===== src/rtl/rfs_pkg.sv =====
package rfs_pkg;

  typedef enum logic {
    MODE_SPREAD = 1'b0,
    MODE_BURST  = 1'b1
  } rfs_mode_e;

  // nanoseconds to clock cycles, either truncated or rounded up
  function automatic longint ns_to_cyc(longint ns, longint mhz, bit round_up);
    longint prod;
    prod = ns * mhz;
    if (round_up) return (prod + 64'd999) / 64'd1000;
    return prod / 64'd1000;
  endfunction

endpackage


===== src/rtl/rfs_timebase.sv =====
module rfs_timebase #(
  parameter int WIN_CYC = 400,
  parameter int INT_CYC = 50
) (
  input  logic clk,
  input  logic rst_n,
  output logic win_start_o,
  output logic tick_o
);
  localparam int WW = (WIN_CYC > 1) ? $clog2(WIN_CYC) : 1;
  localparam int IW = (INT_CYC > 1) ? $clog2(INT_CYC) : 1;
  localparam logic [WW-1:0] WIN_LAST = WW'(WIN_CYC - 1);
  localparam logic [IW-1:0] INT_LAST = IW'(INT_CYC - 1);

  logic [WW-1:0] win_q, win_n;
  logic [IW-1:0] int_q, int_n;
  logic          win_end;

  assign win_end     = (win_q == WIN_LAST);
  assign win_start_o = (win_q == '0);
  assign tick_o      = (int_q == INT_LAST);

  always_comb begin
    win_n = win_end ? '0 : win_q + WW'(1);
    int_n = (tick_o || win_end) ? '0 : int_q + IW'(1);
  end

  always_ff @(posedge clk or negedge rst_n) begin
    if (!rst_n) begin
      win_q <= '0;
      int_q <= '0;
    end else begin
      win_q <= win_n;
      int_q <= int_n;
    end
  end


  interval_restart_chk: assert property (@(posedge clk) disable iff (!rst_n)
    win_end |=> (int_q == '0) && win_start_o);

endmodule


===== src/rtl/rfs_backlog.sv =====
module rfs_backlog #(
  parameter int ROWS     = 8192,
  parameter int PEND_MAX = 4,
  parameter int BUSY_CYC = 6
) (
  input  logic                                clk,
  input  logic                                rst_n,
  input  logic                                ack_i,
  input  logic                                add_i,
  input  logic                                add_all_i,
  output logic                                req_o,
  output logic                                take_o,
  output logic [$clog2(ROWS+PEND_MAX+1)-1:0]  owed_o,
  output logic                                ovf_o
);
  localparam int OW = $clog2(ROWS + PEND_MAX + 1);
  localparam int GW = $clog2(BUSY_CYC + 1) > 0 ? $clog2(BUSY_CYC + 1) : 1;
  localparam logic [OW-1:0] LIMIT    = OW'(PEND_MAX);
  localparam logic [OW-1:0] ALL_ROWS = OW'(ROWS);
  localparam logic [GW-1:0] GAP_LOAD = GW'(BUSY_CYC);

  logic [OW-1:0] owed_q, owed_n, remain;
  logic [GW-1:0] gap_q, gap_n;
  logic          ovf_q, ovf_n;

  assign req_o  = (owed_q != '0) && (gap_q == '0);
  assign take_o = req_o && ack_i;
  assign owed_o = owed_q;
  assign ovf_o  = ovf_q;
  assign remain = owed_q - OW'(take_o);

  always_comb begin
    owed_n = remain;
    ovf_n  = ovf_q;
    if (add_i) begin
      if (remain >= LIMIT) ovf_n = 1'b1;
      else owed_n = remain + (add_all_i ? ALL_ROWS : OW'(1));
    end
  end

  always_comb begin
    gap_n = gap_q;
    if (take_o)            gap_n = GAP_LOAD;
    else if (gap_q != '0)  gap_n = gap_q - GW'(1);
  end

  always_ff @(posedge clk or negedge rst_n) begin
    if (!rst_n) begin
      owed_q <= '0;
      gap_q  <= '0;
      ovf_q  <= 1'b0;
    end else begin
      owed_q <= owed_n;
      gap_q  <= gap_n;
      ovf_q  <= ovf_n;
    end
  end


  req_hold_chk: assert property (@(posedge clk) disable iff (!rst_n)
    req_o && !ack_i |=> req_o);


  busy_gap_chk: assert property (@(posedge clk) disable iff (!rst_n)
    (BUSY_CYC > 0) && take_o |=> !req_o);


  ovf_sticky_chk: assert property (@(posedge clk) disable iff (!rst_n)
    ovf_o |=> ovf_o);


  backlog_bound_chk: assert property (@(posedge clk) disable iff (!rst_n)
    owed_q <= OW'(ROWS + PEND_MAX - 1));

endmodule


===== src/rtl/rfs_row_ctr.sv =====
module rfs_row_ctr #(
  parameter int ROWS = 8192
) (
  input  logic                    clk,
  input  logic                    rst_n,
  input  logic                    step_i,
  output logic [$clog2(ROWS)-1:0] row_o
);
  localparam int RW = $clog2(ROWS);
  localparam logic [RW-1:0] ROW_LAST = RW'(ROWS - 1);

  logic [RW-1:0] row_q, row_n;

  assign row_o = row_q;

  always_comb begin
    row_n = row_q;
    if (step_i) row_n = (row_q == ROW_LAST) ? '0 : row_q + RW'(1);
  end

  always_ff @(posedge clk or negedge rst_n) begin
    if (!rst_n) row_q <= '0;
    else        row_q <= row_n;
  end


  row_step_chk: assert property (@(posedge clk) disable iff (!rst_n)
    step_i |=> row_q != $past(row_q));


  row_hold_chk: assert property (@(posedge clk) disable iff (!rst_n)
    !step_i |=> $stable(row_q));

endmodule


===== src/rtl/refresh_sched.sv =====
module refresh_sched #(
  parameter int CLK_MHZ   = 200,
  parameter int ROWS      = 8192,
  parameter int WINDOW_NS = 64_000_000,
  parameter int BUSY_NS   = 30,
  parameter int PEND_MAX  = 4
) (
  input  logic                                clk,
  input  logic                                rst_n,
  input  logic                                burst_mode_i,
  input  logic                                ack_i,
  output logic                                req_o,
  output logic [$clog2(ROWS)-1:0]             row_o,
  output logic [$clog2(ROWS+PEND_MAX+1)-1:0]  backlog_o,
  output logic                                overflow_o
);
  import rfs_pkg::*;

  localparam int WIN_CYC  = int'(ns_to_cyc(longint'(WINDOW_NS), longint'(CLK_MHZ), 1'b0));
  localparam int INT_CYC  = WIN_CYC / ROWS;
  localparam int BUSY_CYC = int'(ns_to_cyc(longint'(BUSY_NS), longint'(CLK_MHZ), 1'b1));

  rfs_mode_e mode_q, mode_n;
  logic      win_start, tick, take, add, add_all;

  rfs_timebase #(.WIN_CYC(WIN_CYC), .INT_CYC(INT_CYC)) u_time (
    .clk        (clk),
    .rst_n      (rst_n),
    .win_start_o(win_start),
    .tick_o     (tick)
  );

  // burst add uses the mode being captured this edge; ticks use the held mode
  always_comb begin
    mode_n  = mode_q;
    if (win_start) mode_n = burst_mode_i ? MODE_BURST : MODE_SPREAD;
    add_all = win_start && burst_mode_i;
    add     = add_all || (tick && (mode_q == MODE_SPREAD));
  end

  always_ff @(posedge clk or negedge rst_n) begin
    if (!rst_n) mode_q <= MODE_SPREAD;
    else        mode_q <= mode_n;
  end

  rfs_backlog #(.ROWS(ROWS), .PEND_MAX(PEND_MAX), .BUSY_CYC(BUSY_CYC)) u_backlog (
    .clk      (clk),
    .rst_n    (rst_n),
    .ack_i    (ack_i),
    .add_i    (add),
    .add_all_i(add_all),
    .req_o    (req_o),
    .take_o   (take),
    .owed_o   (backlog_o),
    .ovf_o    (overflow_o)
  );

  rfs_row_ctr #(.ROWS(ROWS)) u_row (
    .clk   (clk),
    .rst_n (rst_n),
    .step_i(take),
    .row_o (row_o)
  );


  mode_hold_chk: assert property (@(posedge clk) disable iff (!rst_n)
    !win_start |=> mode_q == $past(mode_q));


  burst_no_tick_chk: assert property (@(posedge clk) disable iff (!rst_n)
    (mode_q == MODE_BURST) && !win_start && !take |=> backlog_o == $past(backlog_o));

endmodule


===== config.mk =====
export PLATFORM = sky130hd
export DESIGN_NAME = refresh_sched
export DESIGN_NICKNAME = d
export VERILOG_FILES = /design/src/rtl/rfs_pkg.sv /design/src/rtl/rfs_timebase.sv /design/src/rtl/rfs_backlog.sv /design/src/rtl/rfs_row_ctr.sv /design/src/rtl/refresh_sched.sv
export SDC_FILE = /design/constraint.sdc
export NUM_CORES = 1
export LEC_CHECK = 0
export BUFFER_PORTS_ARGS = -buffer_cell sky130_fd_sc_hd__buf_4
export CORE_MARGIN = 2
export CORE_UTILIZATION = 45
export DETAILED_ROUTE_END_ITERATION = 7
export PLACE_DENSITY_LB_ADDON = 0.12
export REMOVE_ABC_BUFFERS = 1
export SLEW_MARGIN = 10
export SYNTH_ARGS = -nofsm -noshare
export SYNTH_HDL_FRONTEND = slang
export SYNTH_SLANG_ARGS = --single-unit

===== constraint.sdc =====
create_clock -name clk -period 5.6 [get_ports clk]
set_clock_uncertainty 0.15 [all_clocks]
set_input_delay 1.12 -clock clk [delete_from_list [all_inputs] [get_ports clk]]
set_output_delay 1.12 -clock clk [all_outputs]
set_load 0.01 [all_outputs]

==> implementation parameters <==
Parameter                              Value

Status
  Run status ... finished, final reports clean

Detailed routing
  Avg WL per Cell ... 13.2 µm
  Avg Vias per Cell ... 5.24
  Overall routed net length ... 6670 µm
  DRT antenna net count ... 0
  Number of detailed-routing iterations run before antenna repair ... 4
  DR DRC count ... 0
  Count of vias placed by the detailed router ... 2,639
  Number of DRC violations after detailed-routing iteration 0 ... 144

Clock tree
  CTS tree ... built
  Root Driver ... clkbuf_8
  H-tree level count ... 3
  Resize count post-CTS ... 0
  Count of buffers added by post-CTS timing repair for setup ... 0
  Worst-case clock buffer depth ... 2
  Number of hold buffers added after CTS ... 0
  Post-CTS clock slew at the launch and capture registers of the worst setup and hold paths ... 0.07 ns
  Total CTS buffers ... 9
  # clock sinks ... 67
  Clock latency at the later pin of the worst-skew pair ... 0.34 ns

Floorplanning
  Overall die area ... 8640 µm²
  Width of the chip ... 93.0 µm
  Starting density of the core ... 46.3%
  Height of the die ... 93.0 µm
  Floorplan core area ... 7690 µm²
  I/O pin cnt ... 33
  Floorplan row count ... 32

Placement
  HPWL after detailed placement ... 4590 µm
  Post-place instance area ... 3880 µm²
  # placed instances ... 488
  Count of buffers inserted at the top-level ports ... 32
  Final weighted congestion of routability-driven global placement ... 0.750

Pwr
  Maximum vdd drop ... 0.000178 V
  Fraction of power spent switching nets ... 33.7%
  Net switching power figure ... 505 µW
  Internal power of the cells ... 992 µW
  Power share of the combinational group ... 27.9%
  Part of the total power dissipated in the clock network ... 28.2%
  Sequential power share ... 43.9%
  PD cells ... 366 nW/µm²
  Static Leak ... 1.89 nW

STA
  Max Slew Vio Count ... 0
  Hold violation count in the final report ... 0
  Post-route fraction of the period consumed by the critical path ... 78.1%
  Setup repair after global routing missed its margin ... false
  Max Clock Freq ... 0.229 GHz
  Transition time at the pin with the least slew margin ... 0.823 ns
  Number of failing setup endpoints in the final timing report ... 0
  Worst max-slew margin expressed relative to the limit ... 45.2%
  Final Critical Period ... 4.37 ns
  Setup tns final ... 0 ns

Logic synthesis
  Fraction of the yosys area taken by sequential cells ... 47.1%
  Cell taking the most area after synthesis ... dfrtp_1
  Number of distinct library cells after synthesis ... 51
  Number of register bits inferred by synthesis ... 67
  Synthesized instance count ... 363
  Synthesized area per cell ... 9.81 µm²
  Synth top area cells ... dfrtp_1 (47%), xor2_1 (6.4%), xnor2_1 (4.7%)
  Warnings from Yosys ... 0
  Area share of the largest cell type after synthesis ... 47.1%
  Syn Std Cell Area ... 3560 µm²

Global routing
  Via count of the first global-routing pass ... 2,566
  GRT overflow ... 0
  Pin count of the biggest net entering global routing ... 68
  First-pass GRT wire length ... 11,900 µm
  GR Util All Layers ... 17.3%
  Number of antenna violations at the first check in global routing ... 0

Cells and area
  Fillers ... 714
  Area taken by flip-flops and latches ... 1680 µm²
  Top library cells by usage in the layout, fill and taps aside ... dfrtp_1 (67), nor2_1 (41), buf_4 (33), nand2_1 (30), xor2_1 (26)
  Final-stage net count ... 412
  Ant diodes ... 0
  Share of post-route cells with drive strength above 1 ... 15.9%
  Area growth from synthesis to final layout ... 14.9%
  Post-Layout Inst Area ... 4090 µm²
  Most common cell after layout, fill and taps aside ... dfrtp_1
  Cell Count, Final, Fillers Out ... 504
  Area of combinational cells with multiple inputs ... 1770 µm²

Critical path
  Critical path startpoint category ... flip-flop
  WP data required ... 5.67 ns
  Critical path capture point type ... flip-flop
  Category of the critical setup timing path ... reg2reg
  Top fanout value on the critical path ... 16
  Endpoint arrival time on the critical path ... 4.45 ns

Hold path
  Type of the most critical hold path ... reg2reg

Run
  Reported max-cap violation count ... 0
cells by family (layout without fill, tap and decap cells):
group           count (synthesis)  after routing  share of synthesized area (%)
compound gates                 41             41                           7.06
buf+inv                        25             64                           3.23
xor+xnor                       45             45                           11.1
flops                          67             67                           47.1
simple gates                  170            170                           26.3
fa+ha+maj                      11             11                           3.87
mux                             4              4                           1.41
path summary, 6_finish.rpt:
kind | startpoint | end | slack, ns | depth (start not counted)
worst max-delay path | u_backlog.owed_o[4] | u_backlog.owed_o[1] | 1.23 | 12
worst min-delay path | u_backlog.ovf_o | u_backlog.ovf_o | 0.33 | 1
worst max register to register | u_backlog.owed_o[4] | u_backlog.owed_o[1] | 1.23 | 12
worst min register to register | u_backlog.ovf_o | u_backlog.ovf_o | 0.33 | 1
max in group asynchronous | rst_n | u_backlog.owed_o[7] | 4.04 | 1
min in group asynchronous | rst_n | u_backlog.owed_o[9] | 0.71 | 1
worst max-delay path, cell delays in order (launching register included):
cell and delay (ns):
dfrtp_1 0.52, or4_4 0.62, nor3_1 0.28, a31o_2 0.38, inv_1 0.12, ha_1 0.22, ha_1 0.29, or3b_2 0.38
nor4_2 0.07, xor2_1 0.16, nor4_1 0.53, nand4_4 0.20, mux2_4 0.33
per-stage QoR:
stage	hold WS, ns	worst slack (ns)	utilization [%]	power, mW
floorplan	0.308	1.51	-	0.913
global placement	0.317	1.16	50.4	1.08
detailed placement	0.327	1.08	50.4	1.09
CTS	0.346	1.22	53.2	1.52
global route	0.356	0.923	53.2	1.60
finish	0.335	1.23	53.2	1.50
Yosys cell counts, drive strengths merged:
master   number
buf           7
a21oi         7
a31o          1
nand2        30
o21ai        19
nor4b         4
a21boi        1
o2111ai       1
xor2         26
or3           7
mux2i         2
and4          3
a21bo         1
or2           3
a2111oi       1
or4           3
nor4bb        1
nor3b         3
a21o          2
or4b          2
nor4         11
dfrtp        67
ha           11
clkbuf        3
nand4b        1
xnor2        19
or3b          1
o22ai         1
and2          3
o2111a        1
nor2b         4
and3          7
nor2         41
inv          15
nand2b        4
mux2          2
nor3         10
o21a          1
nand3        22
nand4         8
o31ai         4
or4bb         1
o21bai        1
nand3b        1
sequential cells by signal, indices dropped and copies added (netlist names):
| register | flops |
|---|---|
| u_backlog.owed_o | 14 |
| u_time.win_q | 24 |
| u_backlog.gap_q | 3 |
| u_backlog.ovf_o | 1 |
| mode_q | 1 |
| u_time.int_q | 11 |
| u_row.row_o | 13 |
metal layers:
| metal | vias to the layer above | GRT usage (%) | share of wire (%) |
|---|---|---|---|
| li1 | 1338 | - | - |
| met1 | 1256 | 23.0 | 48 |
| met2 | 38 | 27.0 | 47 |
| met3 | 7 | 4.96 | 3.5 |
| met4 | 0 | 6.50 | 1.4 |
| met5 | - | 0 | 0 |
power by group through the flow:
stage	sequential (mW)	combinational, mW	clock [mW]
after floorplan	0.665	0.248	0
after global placement	0.663	0.415	0
after detailed placement	0.666	0.422	0
after CTS	0.656	0.423	0.438
after global routing	0.671	0.468	0.459
final	0.657	0.418	0.422
final cells by class:
cell class / count / share of cell area [%]
Multi-Input combinational cell: 271 / 43.3
Sequential cell: 67 / 41.0
Timing Repair Buffer: 33 / 6.06
Clock buffer: 12 / 4.04
Tap cell: 102 / 3.12
Inverter: 15 / 1.38
Clock inverter: 4 / 1.16
Note: power is estimated with default switching activity, not from simulation.
